## src/rtl/dma_copy_pkg.sv

```systemverilog
package dma_copy_pkg;

    localparam int REG_AW = 7;

    // Register byte offsets (software decodes these)
    localparam logic [REG_AW-1:0] OFS_IFLAG   = 7'h00;
    localparam logic [REG_AW-1:0] OFS_IEN     = 7'h04;
    localparam logic [REG_AW-1:0] OFS_RUN     = 7'h08;
    localparam logic [REG_AW-1:0] OFS_RST     = 7'h0C;
    localparam logic [REG_AW-1:0] OFS_FLUSH   = 7'h14;
    localparam logic [REG_AW-1:0] OFS_SRC_LO  = 7'h1C;
    localparam logic [REG_AW-1:0] OFS_DST_LO  = 7'h20;
    localparam logic [REG_AW-1:0] OFS_LEN     = 7'h24;
    localparam logic [REG_AW-1:0] OFS_LEN_AUX = 7'h28;
    localparam logic [REG_AW-1:0] OFS_SRC_HI  = 7'h60;
    localparam logic [REG_AW-1:0] OFS_DST_HI  = 7'h64;

    typedef enum logic [2:0] {
        ST_IDLE,
        ST_ZERO,
        ST_RD_LO,
        ST_RD_HI,
        ST_WR
    } eng_state_e;

endpackage

```

## src/rtl/dma_lane_pack.sv

```systemverilog
module dma_lane_pack #(
    parameter int DATA_W = 32,
    localparam int NB    = DATA_W / 8,
    localparam int OFF_W = $clog2(NB)
) (
    input  logic [DATA_W-1:0] lo_word,
    input  logic [DATA_W-1:0] hi_word,
    input  logic [OFF_W-1:0]  src_off,
    input  logic [OFF_W-1:0]  dst_off,
    input  logic [OFF_W:0]    chunk,
    output logic [DATA_W-1:0] wdata,
    output logic [NB-1:0]     be
);
    logic [2*DATA_W-1:0] joined;
    logic [DATA_W-1:0]   first_bytes;

    always_comb begin
        joined      = {hi_word, lo_word} >> {src_off, 3'b000};
        first_bytes = joined[DATA_W-1:0];
        wdata       = first_bytes << {dst_off, 3'b000};
    end

    for (genvar j = 0; j < NB; j++) begin : g_lane
        logic [OFF_W:0] lane_idx;
        logic [OFF_W:0] lane_lo;
        logic [OFF_W:0] lane_hi;
        assign lane_idx = (OFF_W+1)'(j);
        assign lane_lo  = {1'b0, dst_off};
        assign lane_hi  = lane_lo + chunk;
        assign be[j]    = (lane_idx >= lane_lo) && (lane_idx < lane_hi);
    end

endmodule

```

## src/rtl/dma_copy_engine.sv

```systemverilog
module dma_copy_engine
    import dma_copy_pkg::*;
#(
    parameter int ADDR_W = 64,
    parameter int LEN_W  = 28,
    parameter int DATA_W = 32,
    localparam int NB    = DATA_W / 8,
    localparam int OFF_W = $clog2(NB),
    localparam int WA_W  = ADDR_W - OFF_W
) (
    input  logic              clk,
    input  logic              rst_n,
    input  logic              start,
    input  logic              abort,
    input  logic [ADDR_W-1:0] start_src,
    input  logic [ADDR_W-1:0] start_dst,
    input  logic [LEN_W-1:0]  start_len,
    output logic              busy,
    output logic              done,
    output logic              mem_req,
    output logic              mem_we,
    output logic [ADDR_W-1:0] mem_addr,
    output logic [DATA_W-1:0] mem_wdata,
    output logic [NB-1:0]     mem_be,
    input  logic              mem_ack,
    input  logic [DATA_W-1:0] mem_rdata
);
    localparam logic [OFF_W:0] LANES = (OFF_W+1)'(NB);

    typedef struct packed {
        eng_state_e        state;
        logic [ADDR_W-1:0] src;
        logic [ADDR_W-1:0] dst;
        logic [LEN_W-1:0]  rem;
        logic [DATA_W-1:0] lo;
        logic [DATA_W-1:0] hi;
        logic              cache_vld;
        logic [WA_W-1:0]   cache_wa;
        logic [DATA_W-1:0] cache_data;
    } eng_t;

    eng_t q, d;

    logic [OFF_W-1:0] src_off, dst_off;
    logic [WA_W-1:0]  w0, w1, dst_wa, addr_wa;
    logic [OFF_W:0]   room, chunk;
    logic             span_two, lo_hit;
    logic [DATA_W-1:0] pack_data;
    logic [NB-1:0]     pack_be;

    always_comb begin
        src_off  = q.src[OFF_W-1:0];
        dst_off  = q.dst[OFF_W-1:0];
        w0       = q.src[ADDR_W-1:OFF_W];
        w1       = w0 + WA_W'(1);
        dst_wa   = q.dst[ADDR_W-1:OFF_W];
        room     = LANES - {1'b0, dst_off};
        chunk    = (q.rem < LEN_W'(room)) ? q.rem[OFF_W:0] : room;
        span_two = ({1'b0, src_off} + chunk) > LANES;
        lo_hit   = q.cache_vld && (q.cache_wa == w0);
    end

    dma_lane_pack #(.DATA_W(DATA_W)) u_pack (
        .lo_word (q.lo),
        .hi_word (q.hi),
        .src_off (src_off),
        .dst_off (dst_off),
        .chunk   (chunk),
        .wdata   (pack_data),
        .be      (pack_be)
    );

    always_comb begin
        d       = q;
        done    = 1'b0;
        mem_req = 1'b0;
        mem_we  = 1'b0;
        addr_wa = w0;
        unique case (q.state)
            ST_IDLE: begin
                if (start) begin
                    d.src       = start_src;
                    d.dst       = start_dst;
                    d.rem       = start_len;
                    d.cache_vld = 1'b0;
                    d.state     = (start_len == '0) ? ST_ZERO : ST_RD_LO;
                end
            end
            ST_ZERO: begin
                done    = 1'b1;
                d.state = ST_IDLE;
            end
            ST_RD_LO: begin
                if (lo_hit) begin
                    d.lo    = q.cache_data;
                    d.state = span_two ? ST_RD_HI : ST_WR;
                end else begin
                    mem_req = 1'b1;
                    if (mem_ack) begin
                        d.lo         = mem_rdata;
                        d.cache_vld  = 1'b1;
                        d.cache_wa   = w0;
                        d.cache_data = mem_rdata;
                        d.state      = span_two ? ST_RD_HI : ST_WR;
                    end
                end
            end
            ST_RD_HI: begin
                mem_req = 1'b1;
                addr_wa = w1;
                if (mem_ack) begin
                    d.hi         = mem_rdata;
                    d.cache_vld  = 1'b1;
                    d.cache_wa   = w1;
                    d.cache_data = mem_rdata;
                    d.state      = ST_WR;
                end
            end
            ST_WR: begin
                mem_req = 1'b1;
                mem_we  = 1'b1;
                addr_wa = dst_wa;
                if (mem_ack) begin
                    d.src = q.src + ADDR_W'(chunk);
                    d.dst = q.dst + ADDR_W'(chunk);
                    d.rem = q.rem - LEN_W'(chunk);
                    if (q.cache_vld && (q.cache_wa == dst_wa)) begin
                        d.cache_vld = 1'b0;
                    end
                    if (q.rem == LEN_W'(chunk)) begin
                        done    = 1'b1;
                        d.state = ST_IDLE;
                    end else begin
                        d.state = ST_RD_LO;
                    end
                end
            end
            default: d.state = ST_IDLE;
        endcase
        if (abort) begin
            d.state = ST_IDLE;
            done    = 1'b0;
        end
    end

    always_ff @(posedge clk or negedge rst_n) begin
        if (!rst_n) begin
            q <= '{state: ST_IDLE, default: '0};
        end else begin
            q <= d;
        end
    end

    assign busy      = (q.state != ST_IDLE);
    assign mem_addr  = {addr_wa, {OFF_W{1'b0}}};
    assign mem_wdata = pack_data;
    assign mem_be    = mem_we ? pack_be : '0;

    // an unacknowledged request holds still
    a_r4_req_hold: assert property (@(posedge clk) disable iff (!rst_n)
        (mem_req && !mem_ack && !abort) |=>
            (mem_req && $stable(mem_we) && $stable(mem_addr)
             && $stable(mem_wdata) && $stable(mem_be)));

    // every write beat enables at least one lane
    a_r3_write_has_lanes: assert property (@(posedge clk) disable iff (!rst_n)
        (mem_req && mem_we) |-> (mem_be != '0));

    // an empty copy never touches memory
    a_r7_zero_no_access: assert property (@(posedge clk) disable iff (!rst_n)
        (start && (start_len == '0)) |=> !mem_req);

    // any stop request leaves the engine idle
    a_r9_abort_idle: assert property (@(posedge clk) disable iff (!rst_n)
        abort |=> !busy);

endmodule

```

## src/rtl/dma_cfg_regs.sv

```systemverilog
module dma_cfg_regs
    import dma_copy_pkg::*;
#(
    parameter int ADDR_W = 64,
    parameter int LEN_W  = 28,
    localparam int HI_W  = ADDR_W - 32
) (
    input  logic              clk,
    input  logic              rst_n,
    input  logic              reg_wr,
    input  logic [REG_AW-1:0] reg_addr,
    input  logic [31:0]       reg_wdata,
    output logic [31:0]       reg_rdata,
    output logic              irq,
    input  logic              eng_busy,
    input  logic              eng_done,
    output logic              start,
    output logic              abort,
    output logic [ADDR_W-1:0] src_addr,
    output logic [ADDR_W-1:0] dst_addr,
    output logic [LEN_W-1:0]  len
);
    typedef struct packed {
        logic              iflag;
        logic              ien;
        logic              hard;
        logic              flush;
        logic [31:0]       src_lo;
        logic [31:0]       dst_lo;
        logic [HI_W-1:0]   src_hi;
        logic [HI_W-1:0]   dst_hi;
        logic [LEN_W-1:0]  len;
        logic [31:0]       len_aux;
    } cfg_t;

    cfg_t q, d;
    logic warm, run_req;

    always_comb begin
        d       = q;
        warm    = 1'b0;
        run_req = 1'b0;
        if (reg_wr) begin
            case (reg_addr)
                OFS_IFLAG:   if (!reg_wdata[0]) d.iflag = 1'b0;
                OFS_IEN:     d.ien = reg_wdata[0];
                OFS_RUN:     run_req = reg_wdata[0];
                OFS_RST: begin
                    warm   = reg_wdata[0];
                    d.hard = reg_wdata[1];
                end
                OFS_FLUSH:   d.flush = reg_wdata[0];
                OFS_SRC_LO:  if (!eng_busy) d.src_lo = reg_wdata;
                OFS_DST_LO:  if (!eng_busy) d.dst_lo = reg_wdata;
                OFS_SRC_HI:  if (!eng_busy) d.src_hi = reg_wdata[HI_W-1:0];
                OFS_DST_HI:  if (!eng_busy) d.dst_hi = reg_wdata[HI_W-1:0];
                OFS_LEN:     if (!eng_busy) d.len = reg_wdata[LEN_W-1:0];
                OFS_LEN_AUX: if (!eng_busy) d.len_aux = reg_wdata;
                default: ;
            endcase
        end
        if (eng_done) d.iflag = 1'b1;
        if (d.hard) begin
            d.iflag   = 1'b0;
            d.ien     = 1'b0;
            d.src_lo  = '0;
            d.dst_lo  = '0;
            d.src_hi  = '0;
            d.dst_hi  = '0;
            d.len     = '0;
            d.len_aux = '0;
        end
        abort = warm | d.hard | d.flush;
        start = run_req & ~eng_busy & ~abort;
    end

    always_ff @(posedge clk or negedge rst_n) begin
        if (!rst_n) begin
            q <= '0;
        end else begin
            q <= d;
        end
    end

    always_comb begin
        reg_rdata = '0;
        case (reg_addr)
            OFS_IFLAG:   reg_rdata = {31'b0, q.iflag};
            OFS_IEN:     reg_rdata = {31'b0, q.ien};
            OFS_RUN:     reg_rdata = {31'b0, eng_busy};
            OFS_RST:     reg_rdata = {30'b0, q.hard, 1'b0};
            OFS_FLUSH:   reg_rdata = {31'b0, q.flush};
            OFS_SRC_LO:  reg_rdata = q.src_lo;
            OFS_DST_LO:  reg_rdata = q.dst_lo;
            OFS_SRC_HI:  reg_rdata = 32'(q.src_hi);
            OFS_DST_HI:  reg_rdata = 32'(q.dst_hi);
            OFS_LEN:     reg_rdata = 32'(q.len);
            OFS_LEN_AUX: reg_rdata = q.len_aux;
            default:     reg_rdata = '0;
        endcase
    end

    assign irq      = q.iflag & q.ien;
    assign src_addr = {q.src_hi, q.src_lo};
    assign dst_addr = {q.dst_hi, q.dst_lo};
    assign len      = q.len;

    // a finished copy raises the flag
    a_r5_done_sets_flag: assert property (@(posedge clk) disable iff (!rst_n)
        eng_done |=> q.iflag);

    // setup is frozen while a copy runs
    a_r8_src_locked: assert property (@(posedge clk) disable iff (!rst_n)
        (eng_busy && !q.hard && reg_wr && reg_addr == OFS_SRC_LO) |=> $stable(q.src_lo));

    a_r8_len_locked: assert property (@(posedge clk) disable iff (!rst_n)
        (eng_busy && !q.hard && reg_wr && reg_addr == OFS_LEN) |=> $stable(q.len));

    // a held flush keeps the engine idle
    a_r11_flush_idle: assert property (@(posedge clk) disable iff (!rst_n)
        q.flush |-> !eng_busy);

    // a held hard reset keeps the engine idle
    a_r10_hard_idle: assert property (@(posedge clk) disable iff (!rst_n)
        q.hard |-> !eng_busy);

endmodule

```

## src/rtl/dma_copy_chan.sv

```systemverilog
module dma_copy_chan
    import dma_copy_pkg::*;
#(
    parameter int ADDR_W = 64,
    parameter int LEN_W  = 28,
    parameter int DATA_W = 32,
    localparam int NB    = DATA_W / 8
) (
    input  logic              clk,
    input  logic              rst_n,
    input  logic              reg_wr,
    input  logic [REG_AW-1:0] reg_addr,
    input  logic [31:0]       reg_wdata,
    output logic [31:0]       reg_rdata,
    output logic              irq,
    output logic              mem_req,
    output logic              mem_we,
    output logic [ADDR_W-1:0] mem_addr,
    output logic [DATA_W-1:0] mem_wdata,
    output logic [NB-1:0]     mem_be,
    input  logic              mem_ack,
    input  logic [DATA_W-1:0] mem_rdata
);
    logic              eng_busy, eng_done, start, abort;
    logic [ADDR_W-1:0] src_addr, dst_addr;
    logic [LEN_W-1:0]  len;

    dma_cfg_regs #(.ADDR_W(ADDR_W), .LEN_W(LEN_W)) u_regs (
        .clk       (clk),
        .rst_n     (rst_n),
        .reg_wr    (reg_wr),
        .reg_addr  (reg_addr),
        .reg_wdata (reg_wdata),
        .reg_rdata (reg_rdata),
        .irq       (irq),
        .eng_busy  (eng_busy),
        .eng_done  (eng_done),
        .start     (start),
        .abort     (abort),
        .src_addr  (src_addr),
        .dst_addr  (dst_addr),
        .len       (len)
    );

    dma_copy_engine #(.ADDR_W(ADDR_W), .LEN_W(LEN_W), .DATA_W(DATA_W)) u_eng (
        .clk       (clk),
        .rst_n     (rst_n),
        .start     (start),
        .abort     (abort),
        .start_src (src_addr),
        .start_dst (dst_addr),
        .start_len (len),
        .busy      (eng_busy),
        .done      (eng_done),
        .mem_req   (mem_req),
        .mem_we    (mem_we),
        .mem_addr  (mem_addr),
        .mem_wdata (mem_wdata),
        .mem_be    (mem_be),
        .mem_ack   (mem_ack),
        .mem_rdata (mem_rdata)
    );

    // interrupt only with flag and enable
    a_r6_irq_needs_done: assert property (@(posedge clk) disable iff (!rst_n)
        eng_done |=> (irq == $past(u_regs.q.ien)) || $past(abort));

endmodule

```

## config.mk

```make
export PLATFORM = sky130hd
export DESIGN_NAME = dma_copy_chan
export DESIGN_NICKNAME = d
export VERILOG_FILES = /design/src/rtl/dma_copy_pkg.sv /design/src/rtl/dma_lane_pack.sv /design/src/rtl/dma_copy_engine.sv /design/src/rtl/dma_cfg_regs.sv /design/src/rtl/dma_copy_chan.sv
export SDC_FILE = /design/constraint.sdc
export NUM_CORES = 2
export LEC_CHECK = 0
export ABC_CLOCK_PERIOD_IN_PS = 5100
export CAP_MARGIN = 30
export CORE_MARGIN = 3
export CORE_UTILIZATION = 40
export CTS_CLUSTER_SIZE = 16
export DETAILED_ROUTE_END_ITERATION = 6
export SYNTH_ARGS = -nofsm -noshare
export SYNTH_HDL_FRONTEND = slang
export SYNTH_SLANG_ARGS = --single-unit
```

## constraint.sdc

```tcl
create_clock -name clk -period 5.1 [get_ports clk]
set_clock_uncertainty 0.2 [all_clocks]
set_input_delay 0.765 -clock clk [delete_from_list [all_inputs] [get_ports clk]]
set_output_delay 0.765 -clock clk [all_outputs]
set_load 0.02 [all_outputs]
```

==> impl_results.md <==
- Outcome: complete, but fails checks
- Violated checks: design-rule violations, negative setup slack
- Wire length of the first global-routing pass: approximately 200000 µm
- Initial Util: 40.63%
- Sort of element at the end of the critical path: output pin
- Setup WS post-layout: -0.04052 ns
- Share of synthesized flip-flops with an asynchronous set or reset: 100.0%
- Worst Path Class, Setup: reg -> out
- Row cnt: 101
- Buffer depth of the longest clock path: 3
- Final hold violation count: 0
- Required time of the critical path: 4.14 ns
- Sequential power share: approximately 43%
- Crit path DAT: 4.18 ns
- Skew-Pair Late Insertion Delay: 0.66 ns
- Maximum capacitance violations: 0
- Worst Max-Slew Pin Slew: 0.9475 ns
- Total Routed Length: 133600 µm
- Power Dens Cells: between 300 and 400 nW/µm²
- Area share of the leading cell type in the synthesized netlist: 40.44%
- Met3 usage in global routing: 6.038%
- Crit path largest cell delay: around 0.75 ns
- Min-Delay Path Depth: 2
- Filler instances: 7416
- DP Wirelength: 99980 µm
- All-Layer GR Usage: 31.98%
- Combinational power share: 17.4%
- Peak supply drop: 0.0002481 V
- Met2 track utilization from global routing: 46.47%
- Busiest grt layer: met1
- FF-to-FF path depth: 19
- Ratio of cells with drive above 1 in the final layout: roughly 12%
- Average via count per standard cell: just over 6
- Crit share post-route: 100.8%
- Hold path endpoint: u_eng.q[173]
- Routed length per placed instance: 26.62 µm
- CP max FO: 6
- Endpoints failing setup: 1
- Area Overhead vs Synth: 19.25%
- Worst-case register-to-register setup slack: between 0.15 and 0.2 ns
- Number of antenna violations at the first check in global routing: 4
- First DRT Iteration DRCs: 4221
- Level count of the clock H-tree: 2
- Hold path startpoint: u_eng.q[173]
- Post-DRT Antenna Nets: 0
- Minimum period implied by the final worst setup slack: approximately 5.1 ns
- Static leakage: 15.57 nW
- Number of buffers created by CTS: 59
- TritonCTS clock tree: done
- Tot Pwr: around 11 mW
- Master of the slowest instance on the critical path: sky130_fd_sc_hd__nor4_2
- Most frequent cell after synthesis: sky130_fd_sc_hd__nor2_1
- Cell-by-cell listing of the critical path: buf_4 > xor2_1 > nor4_1 > nand4_1 > nor4_2 > a21o_1 > nand2_1 > clkdlybuf4s50_1
- Worst R2R End: u_eng.dst_wa[60]
- Aggregate negative setup slack: -0.04052 ns
- Number of distinct library cell variants in the gate-level netlist after synthesis: 89
- Final hold slack: 0.2878 ns
- P_int: 7.800 mW
- Syn Inst Count: roughly 3800
- Die Span X: 284.7 µm
- EDFF count, synth: 0
- Library cell used as clock root buffer: sky130_fd_sc_hd__clkbuf_16
- Yosys warns: 0
- # clock sinks: 502
- Critical Path Source Type: register
- Worst min-delay path category: reg -> reg
- Die span in y: 284.7 µm
- Number of iterations in the first detailed-routing pass: 7
- Top FF cell, synth: sky130_fd_sc_hd__dfrtp_1
- Number of max-slew violations in the final report: 0
- Fmax: between 150 and 200 MHz
- Met1 track demand over resource: 46.72%
- FF-to-FF Start: u_eng.q[183]
- Via count of the first global-routing pass: 28560
- Buffers and inverters on the worst path: 2
- Total I/O pin count: 210
- Vias post-DR: between 30000 and 40000
- Final weighted congestion of routability-driven global placement: between 1 and 1.5
- Congestion Overflow GR: 0
- Drc violations: 8
- Summed instance area of the synthesized netlist: 31060 µm²
- RSZ-0062 raised after global routing: yes
- Synthesis-stage register bit count: between 500 and 600
- Worst rel slew slack: 36.35%
- Final #Nets: 4037
- Die area: 81040 µm²
- Sequential fraction of the synthesis area: 40.44%
- Category of cells accounting for the largest share of critical-path delay: simple AND/OR/NAND/NOR gates
- Top cell type by total area after synthesis: sky130_fd_sc_hd__dfrtp_1
- Switching power as a share of total power: ~31%
- Top post-synthesis cells by area: sky130_fd_sc_hd__dfrtp_1 (40%), sky130_fd_sc_hd__nor2_1 (7.3%), sky130_fd_sc_hd__a21oi_1 (7.1%)
- Clk pin slew, worst setup/hold paths: 0.07 ns
- IO Port Bufs: 207
- Most frequent cells after synthesis: sky130_fd_sc_hd__nor2_1 (606), sky130_fd_sc_hd__dfrtp_1 (502), sky130_fd_sc_hd__a21oi_1 (440)
- Maximum number of pins on one net before global-route repair: between 150 and 200
- Syn avg cell area: 8.136 µm²
- Core box area: 76450 µm²
- Total net switching power: 3.515 mW
- Portion of total power attributed to the clock network: approximately two fifths
-- worst min-delay path: cells and delay by family, from the launching register on --
kind,cells,cell delay (ns)
AOI/OAI and AO/OA,1,0.06
and+or+nand+nor,1,0.05
DFF,1,0.34
-- worst max path at each step --
stage               slack (ns)  cells past startpoint        startpoint                to
floorplan                0.008                     19  u_eng.dst_off[0]      u_eng.q[305]
global placement          0.11                     18      u_eng.q[177]  u_eng.dst_wa[56]
detailed placement        0.07                     18      u_eng.q[177]  u_eng.dst_wa[56]
CTS                      0.004                     15      u_eng.q[177]         mem_be[2]
global route             -0.12                     17      u_eng.q[183]         mem_be[0]
finish                   -0.04                      8      u_eng.q[283]           mem_req
-- metal layers --
metal  part of all wire [%]  wire, µm  vias to the layer above
li1                       -         -                    13910
met3                     11     14170                      261
met2                     42     56470                     1705
met4                    4.5      6059                        2
met5                 0.0052         7                        -
met1                     43     56940                    15190
-- power by group through the flow --
stage / clock, mW / sequential, mW / combinational (mW)
6_report: 4.50 / 4.85 / 1.97
3_3_place_gp: 0 / 4.87 / 1.93
2_1_floorplan: 0 / 4.55 / 1.24
4_1_cts: 4.56 / 4.81 / 1.95
5_1_grt: 4.71 / 4.86 / 2.12
3_5_place_dp: 0 / 4.87 / 1.94
-- placed cells by master, fill, tap and decap left out, types with 75 or more instances in the layout --
| cell type | instances |
|---|---|
| sky130_fd_sc_hd__a21oi_1 | 438 |
| sky130_fd_sc_hd__a22oi_1 | 75 |
| sky130_fd_sc_hd__buf_4 | 174 |
| sky130_fd_sc_hd__clkdlybuf4s50_1 | 195 |
| sky130_fd_sc_hd__dfrtp_1 | 493 |
| sky130_fd_sc_hd__nand2_1 | 415 |
| sky130_fd_sc_hd__nand3_1 | 81 |
| sky130_fd_sc_hd__nand4_1 | 87 |
| sky130_fd_sc_hd__nor2_1 | 603 |
| sky130_fd_sc_hd__o21ai_0 | 179 |
| sky130_fd_sc_hd__o21ai_1 | 114 |
| sky130_fd_sc_hd__xnor2_1 | 81 |
| sky130_fd_sc_hd__xor2_1 | 97 |
-- logic make-up (layout without fill, tap and decap cells) --
kind of cell / Yosys count / in the layout / share of synthesized area (%)
and+or+nand+nor: 1480 / 1480 / 21.37
AOI/OAI and AO/OA: 1114 / 1114 / 21.80
DFF: 502 / 502 / 40.44
buffers and inverters: 382 / 550 / 4.906
xor gates and xnor gates: 178 / 178 / 5.019
muxes: 142 / 142 / 5.615
adders and majority gates: 19 / 19 / 0.8378
other: 1 / 5 / 0.01207
-- sequential cells by signal, summed over array words and instances (netlist names) --
name and flops:
u_regs.dst_addr 64, u_eng.dst_wa 62, u_eng.q 246, u_eng.dst_off 2, u_regs.src_addr 64, u_regs.q 36
u_regs.len 28
-- area by class of cell --
type / instances / area [µm²] / area share [%]
Multi-Input combinational cell: 2935 / 17190 / 46.41
Sequential cell: 502 / 12570 / 33.94
Timing Repair Buffer: 395 / 3722 / 10.05
Clock buffer: 90 / 1813 / 4.894
Tap cell: 1030 / 1289 / 3.479
Clock inverter: 15 / 246.5 / 0.6654
Inverter: 50 / 200.2 / 0.5404
Antenna cell: 3 / 7.507 / 0.02027
-- timing repair --
| action | CTS | global route |
|---|---|---|
| endpoints found under the setup margin | 9 | 32 |
| resized for setup | 20 | 34 |
| setup buffers | 0 | 5 |
| hold buffers | 1 | 0 |
| pin swaps | 0 | 3 |
| endpoints found under the hold margin | 58 | 0 |
-- per-stage QoR --
step	area, µm²	worst slack [ns]	utilization [%]	std cells
3_5_place_dp	34820	0.07142	45.54	4906
5_1_grt	37040	-0.1171	48.45	5019
4_1_cts	36880	0.004111	48.24	5012
2_1_floorplan	31070	0.008349	-	3819
6_report	37040	-0.04052	48.45	5020
3_3_place_gp	34800	0.1092	45.51	4905
Power figures use the tool's default switching activity.
